File: src/rtl/uart_frame_rx_pkg.sv
package uart_frame_rx_pkg;

    typedef enum logic [2:0] {
        RX_IDLE,
        RX_START,
        RX_DATA,
        RX_PARITY,
        RX_STOP,
        RX_HOLD
    } rx_state_e;

endpackage

File: src/rtl/uart_rx_bit_timer.sv
module uart_rx_bit_timer #(
    parameter int OVERSAMPLE = 16
) (
    input  logic clk,
    input  logic rst_n,
    input  logic tick,
    input  logic restart,
    output logic at_half,
    output logic at_full
);
    localparam int CNT_W = $clog2(OVERSAMPLE);
    localparam logic [CNT_W-1:0] HALF_LAST = CNT_W'(OVERSAMPLE / 2 - 1);
    localparam logic [CNT_W-1:0] FULL_LAST = CNT_W'(OVERSAMPLE - 1);

    logic [CNT_W-1:0] cnt_d, cnt_q;

    always_comb begin
        cnt_d = cnt_q;
        if (tick) begin
            if (restart || cnt_q == FULL_LAST) cnt_d = '0;
            else                               cnt_d = cnt_q + 1'b1;
        end
    end

    always_ff @(posedge clk) begin
        if (!rst_n) cnt_q <= '0;
        else        cnt_q <= cnt_d;
    end

    assign at_half = tick && (cnt_q == HALF_LAST);
    assign at_full = tick && (cnt_q == FULL_LAST);
endmodule

File: src/rtl/uart_rx_parity_chk.sv
module uart_rx_parity_chk #(
    parameter int DATA_W = 8
) (
    input  logic [DATA_W-1:0] word,
    input  logic              par_bit,
    input  logic              even_sel,
    input  logic              stick_sel,
    output logic              mismatch
);
    logic ones_odd;
    logic want;

    always_comb begin
        ones_odd = ^word;
        if (stick_sel) want = ~even_sel;
        else           want = even_sel ? ones_odd : ~ones_odd;
        mismatch = (par_bit != want);
    end
endmodule

File: src/rtl/uart_frame_rx.sv
module uart_frame_rx
    import uart_frame_rx_pkg::*;
#(
    parameter int OVERSAMPLE = 16,
    parameter int DATA_W     = 8
) (
    input  logic              clk,
    input  logic              rst_n,
    input  logic              tick_16x,
    input  logic              rxd,
    input  logic [1:0]        lcr_wlen,
    input  logic              lcr_par_en,
    input  logic              lcr_par_even,
    input  logic              lcr_par_stick,
    output logic              rx_valid,
    output logic [DATA_W-1:0] rx_data,
    output logic              rx_parity_err,
    output logic              rx_frame_err,
    output logic              rx_break
);
    localparam int MIN_W = DATA_W - 3;
    localparam int IDX_W = $clog2(DATA_W);

    typedef struct packed {
        rx_state_e         st;
        logic [DATA_W-1:0] shreg;
        logic [IDX_W-1:0]  idx;
        logic              allz;
        logic              pbit;
        logic              last;
        logic              valid;
        logic [DATA_W-1:0] dout;
        logic              perr;
        logic              ferr;
        logic              brk;
    } rx_regs_t;

    rx_regs_t         r_d, r_q;
    logic             restart;
    logic             at_half, at_full;
    logic             par_bad;
    logic [IDX_W-1:0] last_idx;

    uart_rx_bit_timer #(.OVERSAMPLE(OVERSAMPLE)) u_timer (
        .clk     (clk),
        .rst_n   (rst_n),
        .tick    (tick_16x),
        .restart (restart),
        .at_half (at_half),
        .at_full (at_full)
    );

    uart_rx_parity_chk #(.DATA_W(DATA_W)) u_par (
        .word      (r_q.shreg),
        .par_bit   (r_q.pbit),
        .even_sel  (lcr_par_even),
        .stick_sel (lcr_par_stick),
        .mismatch  (par_bad)
    );

    assign last_idx = IDX_W'(MIN_W - 1) + IDX_W'(lcr_wlen);

    always_comb begin
        r_d       = r_q;
        r_d.valid = 1'b0;
        restart   = 1'b0;
        if (tick_16x) begin
            r_d.last = rxd;
            unique case (r_q.st)
                RX_IDLE: begin
                    if (!rxd && r_q.last) begin
                        r_d.st  = RX_START;
                        restart = 1'b1;
                    end
                end
                RX_START: begin
                    if (at_half) begin
                        restart = 1'b1;
                        if (rxd) begin
                            r_d.st = RX_IDLE;
                        end else begin
                            r_d.st    = RX_DATA;
                            r_d.shreg = '0;
                            r_d.idx   = '0;
                            r_d.allz  = 1'b1;
                        end
                    end
                end
                RX_DATA: begin
                    if (at_full) begin
                        r_d.shreg[r_q.idx] = rxd;
                        r_d.allz           = r_q.allz & ~rxd;
                        if (r_q.idx == last_idx)
                            r_d.st = lcr_par_en ? RX_PARITY : RX_STOP;
                        else
                            r_d.idx = r_q.idx + 1'b1;
                    end
                end
                RX_PARITY: begin
                    if (at_full) begin
                        r_d.pbit = rxd;
                        r_d.allz = r_q.allz & ~rxd;
                        r_d.st   = RX_STOP;
                    end
                end
                RX_STOP: begin
                    if (at_full) begin
                        r_d.valid = 1'b1;
                        r_d.dout  = r_q.shreg;
                        r_d.perr  = lcr_par_en & par_bad;
                        r_d.ferr  = ~rxd;
                        r_d.brk   = r_q.allz & ~rxd;
                        r_d.st    = (r_q.allz & ~rxd) ? RX_HOLD : RX_IDLE;
                    end
                end
                RX_HOLD: begin
                    if (rxd) r_d.st = RX_IDLE;
                end
                default: r_d.st = RX_IDLE;
            endcase
        end
    end

    always_ff @(posedge clk) begin
        if (!rst_n) begin
            r_q       <= '0;
            r_q.st    <= RX_IDLE;
            r_q.allz  <= 1'b1;
        end else begin
            r_q <= r_d;
        end
    end

    assign rx_valid      = r_q.valid;
    assign rx_data       = r_q.dout;
    assign rx_parity_err = r_q.perr;
    assign rx_frame_err  = r_q.ferr;
    assign rx_break      = r_q.brk;
endmodule

File: config.mk
export PLATFORM = sky130hd
export DESIGN_NAME = uart_frame_rx
export DESIGN_NICKNAME = d
export VERILOG_FILES = /design/src/rtl/uart_frame_rx_pkg.sv /design/src/rtl/uart_rx_bit_timer.sv /design/src/rtl/uart_rx_parity_chk.sv /design/src/rtl/uart_frame_rx.sv
export SDC_FILE = /design/constraint.sdc
export NUM_CORES = 1
export LEC_CHECK = 0
export ABC_AREA = 1
export CAP_MARGIN = 20
export CORE_ASPECT_RATIO = 1.4
export CORE_MARGIN = 2
export CORE_UTILIZATION = 55
export DETAILED_ROUTE_END_ITERATION = 8
export PLACE_DENSITY = 0.76
export SYNTH_ARGS = -nofsm -noshare
export SYNTH_HDL_FRONTEND = slang
export SYNTH_SLANG_ARGS = --single-unit
File: constraint.sdc
create_clock -name clk -period 3.4 [get_ports clk]
set_input_delay 0.68 -clock clk [delete_from_list [all_inputs] [get_ports clk]]
set_output_delay 0.68 -clock clk [all_outputs]
set_load 0.02 [all_outputs]
* Word-level counts from Yosys, hierarchy flattened
Index checks and enable logic that the tools add are counted.
** Storage, ports and cells
- Bits in registers :: 33
- Output and inout port bits :: 12
- Logic and storage cells :: 84
** Cells by class
- Add/sub/neg operators :: 3
- Magnitude comparators :: 2
- Eq/ne operators :: 18
- Mux-type cells :: 27
- Bitwise operators :: 5
- Reduce and logical (&&, ||, !) cells :: 17
** Operators with widths (count)
- $mux 15 :: 2
- $mux 12 :: 2
- $mux 3 :: 8
- $pmux 11 s2 :: 1
- $ne 2x2->1 const B :: 9
- $pmux 3 s6 :: 1
- $reduce_and 6->1 :: 2
- $reduce_and 3->1 :: 3
- $bwmux 8 :: 1
- $reduce_and 8->1 :: 1
- $reduce_xor 8->1 :: 1
- $eq 3x2->1 const B :: 2
- $eq 3x3->1 const B :: 2
- $mux 1 :: 6
- $reduce_and 5->1 :: 1
- $add 4x1->4 const B :: 1
- $eq 4x3->1 const B :: 1
- $eq 4x4->1 const B :: 1
- $logic_and 1x1->1 :: 4
- $lt 3x4->1 const B :: 1
- $mux 2 :: 2
- $mux 4 :: 1
- $add 3x1->3 const B :: 1
- $add 3x2->3 const A :: 1
- other kinds (14) :: 17

* Logic depth before layout (Yosys ltp)
- Depth in word-level cells :: 7
- Gate-level depth with buffers :: 12
- Depth with buffers taken out :: 12

* Hierarchy
Synthesis repeated with hierarchy kept, for this count alone.
** Unflattened totals
- Cells, all modules :: 309
- Area, all modules :: 2033.2 um^2
** Modules (own cells, without submodules)
- uart_frame_rx :: instances 1, cells an instance 231, area an instance 1565.3 um^2, seq. area each 580.6 um^2
- uart_rx_bit_timer :: instances 1, cells an instance 28, area an instance 234.0 um^2, seq. area each 80.1 um^2
- uart_rx_parity_chk :: instances 1, cells an instance 50, area an instance 234.0 um^2, seq. area each 0.0 um^2

* Worst setup path after synthesis
Ideal clock, no wire load.
- Kind :: input to register
- From :: in tick_16x
- To :: reg r_q[18] in the netlist's numbering
- Library setup time :: 0.132 ns
- Data arrival time :: 1.682 ns
- Data required time :: 3.268 ns
- Setup slack :: 1.586 ns
- Cell stages on the path :: 12
- Path buffers :: 1
- Cells stage by stage :: buf_4 nand2_1 nor2_1 nand2_1 nand2_2 nand2_2 nor2_2 nand2_1 nor2_4 nand2_1 nand2_1 a21oi_1
** On the way
- Word-level cells in the longest chain between the ends :: 3
- Elaborated cells on any way between the ends :: 5
** RTL lines
- start: declaration :: RTL line uart_frame_rx.sv:9 : input logic tick_16x,
- $logic_and 1x1->1 (on tied branches) :: RTL line uart_rx_bit_timer.sv:31, uart_rx_bit_timer.sv:30
- $ne 2x2->1 (no line)
- $reduce_and 5->1 (no line) (*)
- end signal: assignment :: RTL line uart_frame_rx.sv:130 : r_q <= r_d;
- end: declaration :: RTL line uart_frame_rx.sv:38 : rx_regs_t r_d, r_q;
Every way passes the cells marked *; elsewhere a longest branch is shown, timed or not.
A chain may end at the register's enable or synchronous reset.

* Worst setup path in the final report
- From :: in tick_16x
- To :: reg r_q, in the netlist rx_parity_err
** On the way
- Word-level cells in the longest chain between the ends :: 2
** RTL lines
- $logic_and 1x1->1 :: RTL line uart_rx_bit_timer.sv:31 : assign at_full = tick && (cnt_q == FULL_LAST);
- $reduce_and 3->1 (no line) (*)
Marks and branches as above.

==> impl_metrics.py <==
metrics = {
    "cells_and_area": {
        "layout.nets": 313,
        "antenna_cells": 0,
        "design_area_sq_um": 2160,
        "fin_cells": 343,
        "drive_above_1_share_pct": 10.6,
        "syn2layout_area_growth_pct": 11.7,
        "post-route-util_pct": 64.1,
        "nFillCells": 323,
    },
    "logic_synthesis": {
        "synthSimpleGateAreaFrac_pct": 35.2,
        "synth-async-reset-ratio_pct": 0,
        "synthTopCellsByCount": "nand2_1 (83), dfxtp_1 (33), a21oi_1 (29)",
        "yosys-top-cells-area": "dfxtp_1 (34%), nand2_1 (16%), a21oi_1 (7.5%), inv_1 (4.5%), buf_4 (4.3%)",
        "syn_inst": 290,
        "synth-edff-count": 0,
        "syn_area_per_cell_sq_um": 6.68,
        "yosysTopAreaCell": "dfxtp_1",
        "ys_seq_area_share_pct": 34.1,
        "ys_ff_latch": 33,
        "synth_fa_ha_area_share_pct": 1.29,
        "yosys.area_share.xor_xnor_pct": 0.904,
        "synth_area_sq_um": 1940,
        "synth.distinct_cells": 34,
        "syn_nets": 301,
        "synth_top_family_by_area": "simple AND/OR/NAND/NOR gates",
        "synth_mux_area_share_pct": 0,
        "synth_top_area_share_pct": 34.1,
        "yosysMostFrequentCell": "nand2_1",
        "yosys_warnings": 0,
        "synth-compound-area-share_pct": 15.6,
        "synth-main-ff-cell": "dfxtp_1",
    },
    "global_route": {
        "grt.overflow.total": 0,
        "use_met3_pct": 6.02,
        "grt_pass1_wl_mm": 7.02,
        "grt_util_met1_pct": 23.6,
        "grt_antenna_before_repair": 0,
        "top_usage_layer": "met2",
        "grt_util_met2_pct": 43.0,
        "grt_pass1_vias": 1745,
        "grt_max_degree": 20,
        "grt_use_total_pct": 23.6,
    },
    "timing": {
        "fin_ws_ns": 1.11,
        "fmax_mhz": 437,
        "tns_ns": 0,
        "holdWs_ns": 0.476,
        "worst_pin_slew_ns": 0.510,
        "final-setup-viol-count": 0,
        "rsz0062_at_grt": "false",
        "skew_ns": 0.00159,
        "min_period_ns": 2.29,
        "final.period_utilization_pct": 67.3,
        "relSlewSlack_pct": 65.8,
        "finalHoldViolations": 0,
        "finalMaxSlewViolations": 0,
    },
    "setup_path": {
        "critPathLaunchType": "input pin",
        "end_kind": "flop",
        "worst-path-max-fanout": 19,
        "cp.arrival_ns": 2.49,
        "critical_path_class": "in -> reg",
        "critPathRequiredTime_ns": 3.60,
    },
    "clock_tree": {
        "cts.sinks": 33,
        "cts_root_buf": "clkbuf_8",
        "h-tree-depth": 2,
        "cts_resized": 0,
        "cts_tree": "done",
        "cts_hold_buf": 0,
        "cts_made_buffers": 5,
        "clk_latency_ns": 0.28,
        "path_clk_slew_ns": 0.06,
        "post-cts-setup-buffers": 0,
        "cts_max_path_buffers": 2,
    },
    "outcome": {
        "outcome": "completed",
    },
    "power": {
        "static-leakage-power_nw": 0.841,
        "power_density_nw_per_um2": 451,
        "ir_drop_mv": 0.377,
        "p_total_mw": 0.976,
    },
    "drt": {
        "vias_per_cell": 5.23,
        "wl_mm": 4.02,
        "drcViolationCount": 0,
        "firstDrtPassIters": 4,
        "vias": 1794,
        "wire_per_inst_microns": 11.7,
        "ant_nets": 0,
        "first_iter_violations": 37,
    },
    "placement": {
        "io_buffers": 20,
        "dp.cells": 335,
        "dpl_cell_area_sq_um": 2080,
        "hpwl_mm": 3.06,
        "place_congestion": 0.872,
        "dpl_worst_slack_ns": 0.818,
    },
    "floorplan": {
        "die_x_microns": 54.2,
        "die_h_microns": 74.2,
        "core_sq_um": 3380,
        "die-area_sq_um": 4020,
        "row_count": 25,
        "start_util_pct": 57.4,
        "io-pin-count": 21,
    },
    "run": {
        "cap_violations": 0,
    },
    "hold_path": {
        "hp-class": "reg -> reg",
    },
}
==> worst max-delay path, cell delays in order <==
cell and delay, ns:
clkdlybuf4s50_1 0.67, inv_2 0.07, nor2_2 0.23, inv_2 0.12
nor2_4 0.31, inv_2 0.09, nor2_1 0.10, nand3_1 0.08
a21oi_1 0.12
==> power breakdown <==
part | internal, mW | switching (mW) | leakage [nW]
combinational | 0.0912 | 0.177 | 0.535
clock | 0.145 | 0.137 | 0.0395
sequential | 0.403 | 0.0230 | 0.267
total | 0.639 | 0.337 | 0.841
==> cells in the final DEF, fill, tap and decap left out, types with 9 or more instances in the layout <==
cell type and instances:
a21oi_1 29, clkdlybuf4s50_1 20, dfxtp_1 33, inv_1 23, inv_2 11, nand2_1 83, nand3_1 9, nand4_1 9
nor2_1 17, o21ai_0 15
==> final timing paths <==
kind	startpoint	endpoint	slack, ns	cells past startpoint
worst max-delay path	tick_16x	rx_parity_err	1.11	9
worst min register to register	rx_parity_err	rx_parity_err	0.48	2
worst min-delay path	rx_parity_err	rx_parity_err	0.48	2
worst max register to register	u_timer.cnt_q[0]	rx_parity_err	1.53	9
==> layout make-up <==
type	instances	area (sq um)	share of cell area [%]
Sequential cell	33	661	30.5
Tap cell	40	50.0	2.31
Clock buffer	8	80.1	3.70
Inverter	37	139	6.42
Timing Repair Buffer	21	208	9.60
Multi-Input combinational cell	204	1030	47.5
==> per-layer routing <==
metal	wire length [microns]	share of wire (%)
met5	0	0
met4	90	2.2
met3	141	3.5
met2	2170	54
met1	1610	40
==> registers in the layout, summed over array words and instances, names as in the netlist <==
signal and flops:
r_q 17, rx_valid 1, u_timer.cnt_q 4, rx_data 8
rx_parity_err 1, rx_frame_err 1, rx_break 1
==> cells by family (layout without fill, tap and decap cells) <==
group | after synthesis | count (layout)
simple gates | 145 | 145
compound gates | 55 | 55
buf+inv | 53 | 66
flops | 33 | 33
fa+ha+maj | 2 | 2
xor+xnor | 2 | 2
Power figures use the tool's default switching activity.
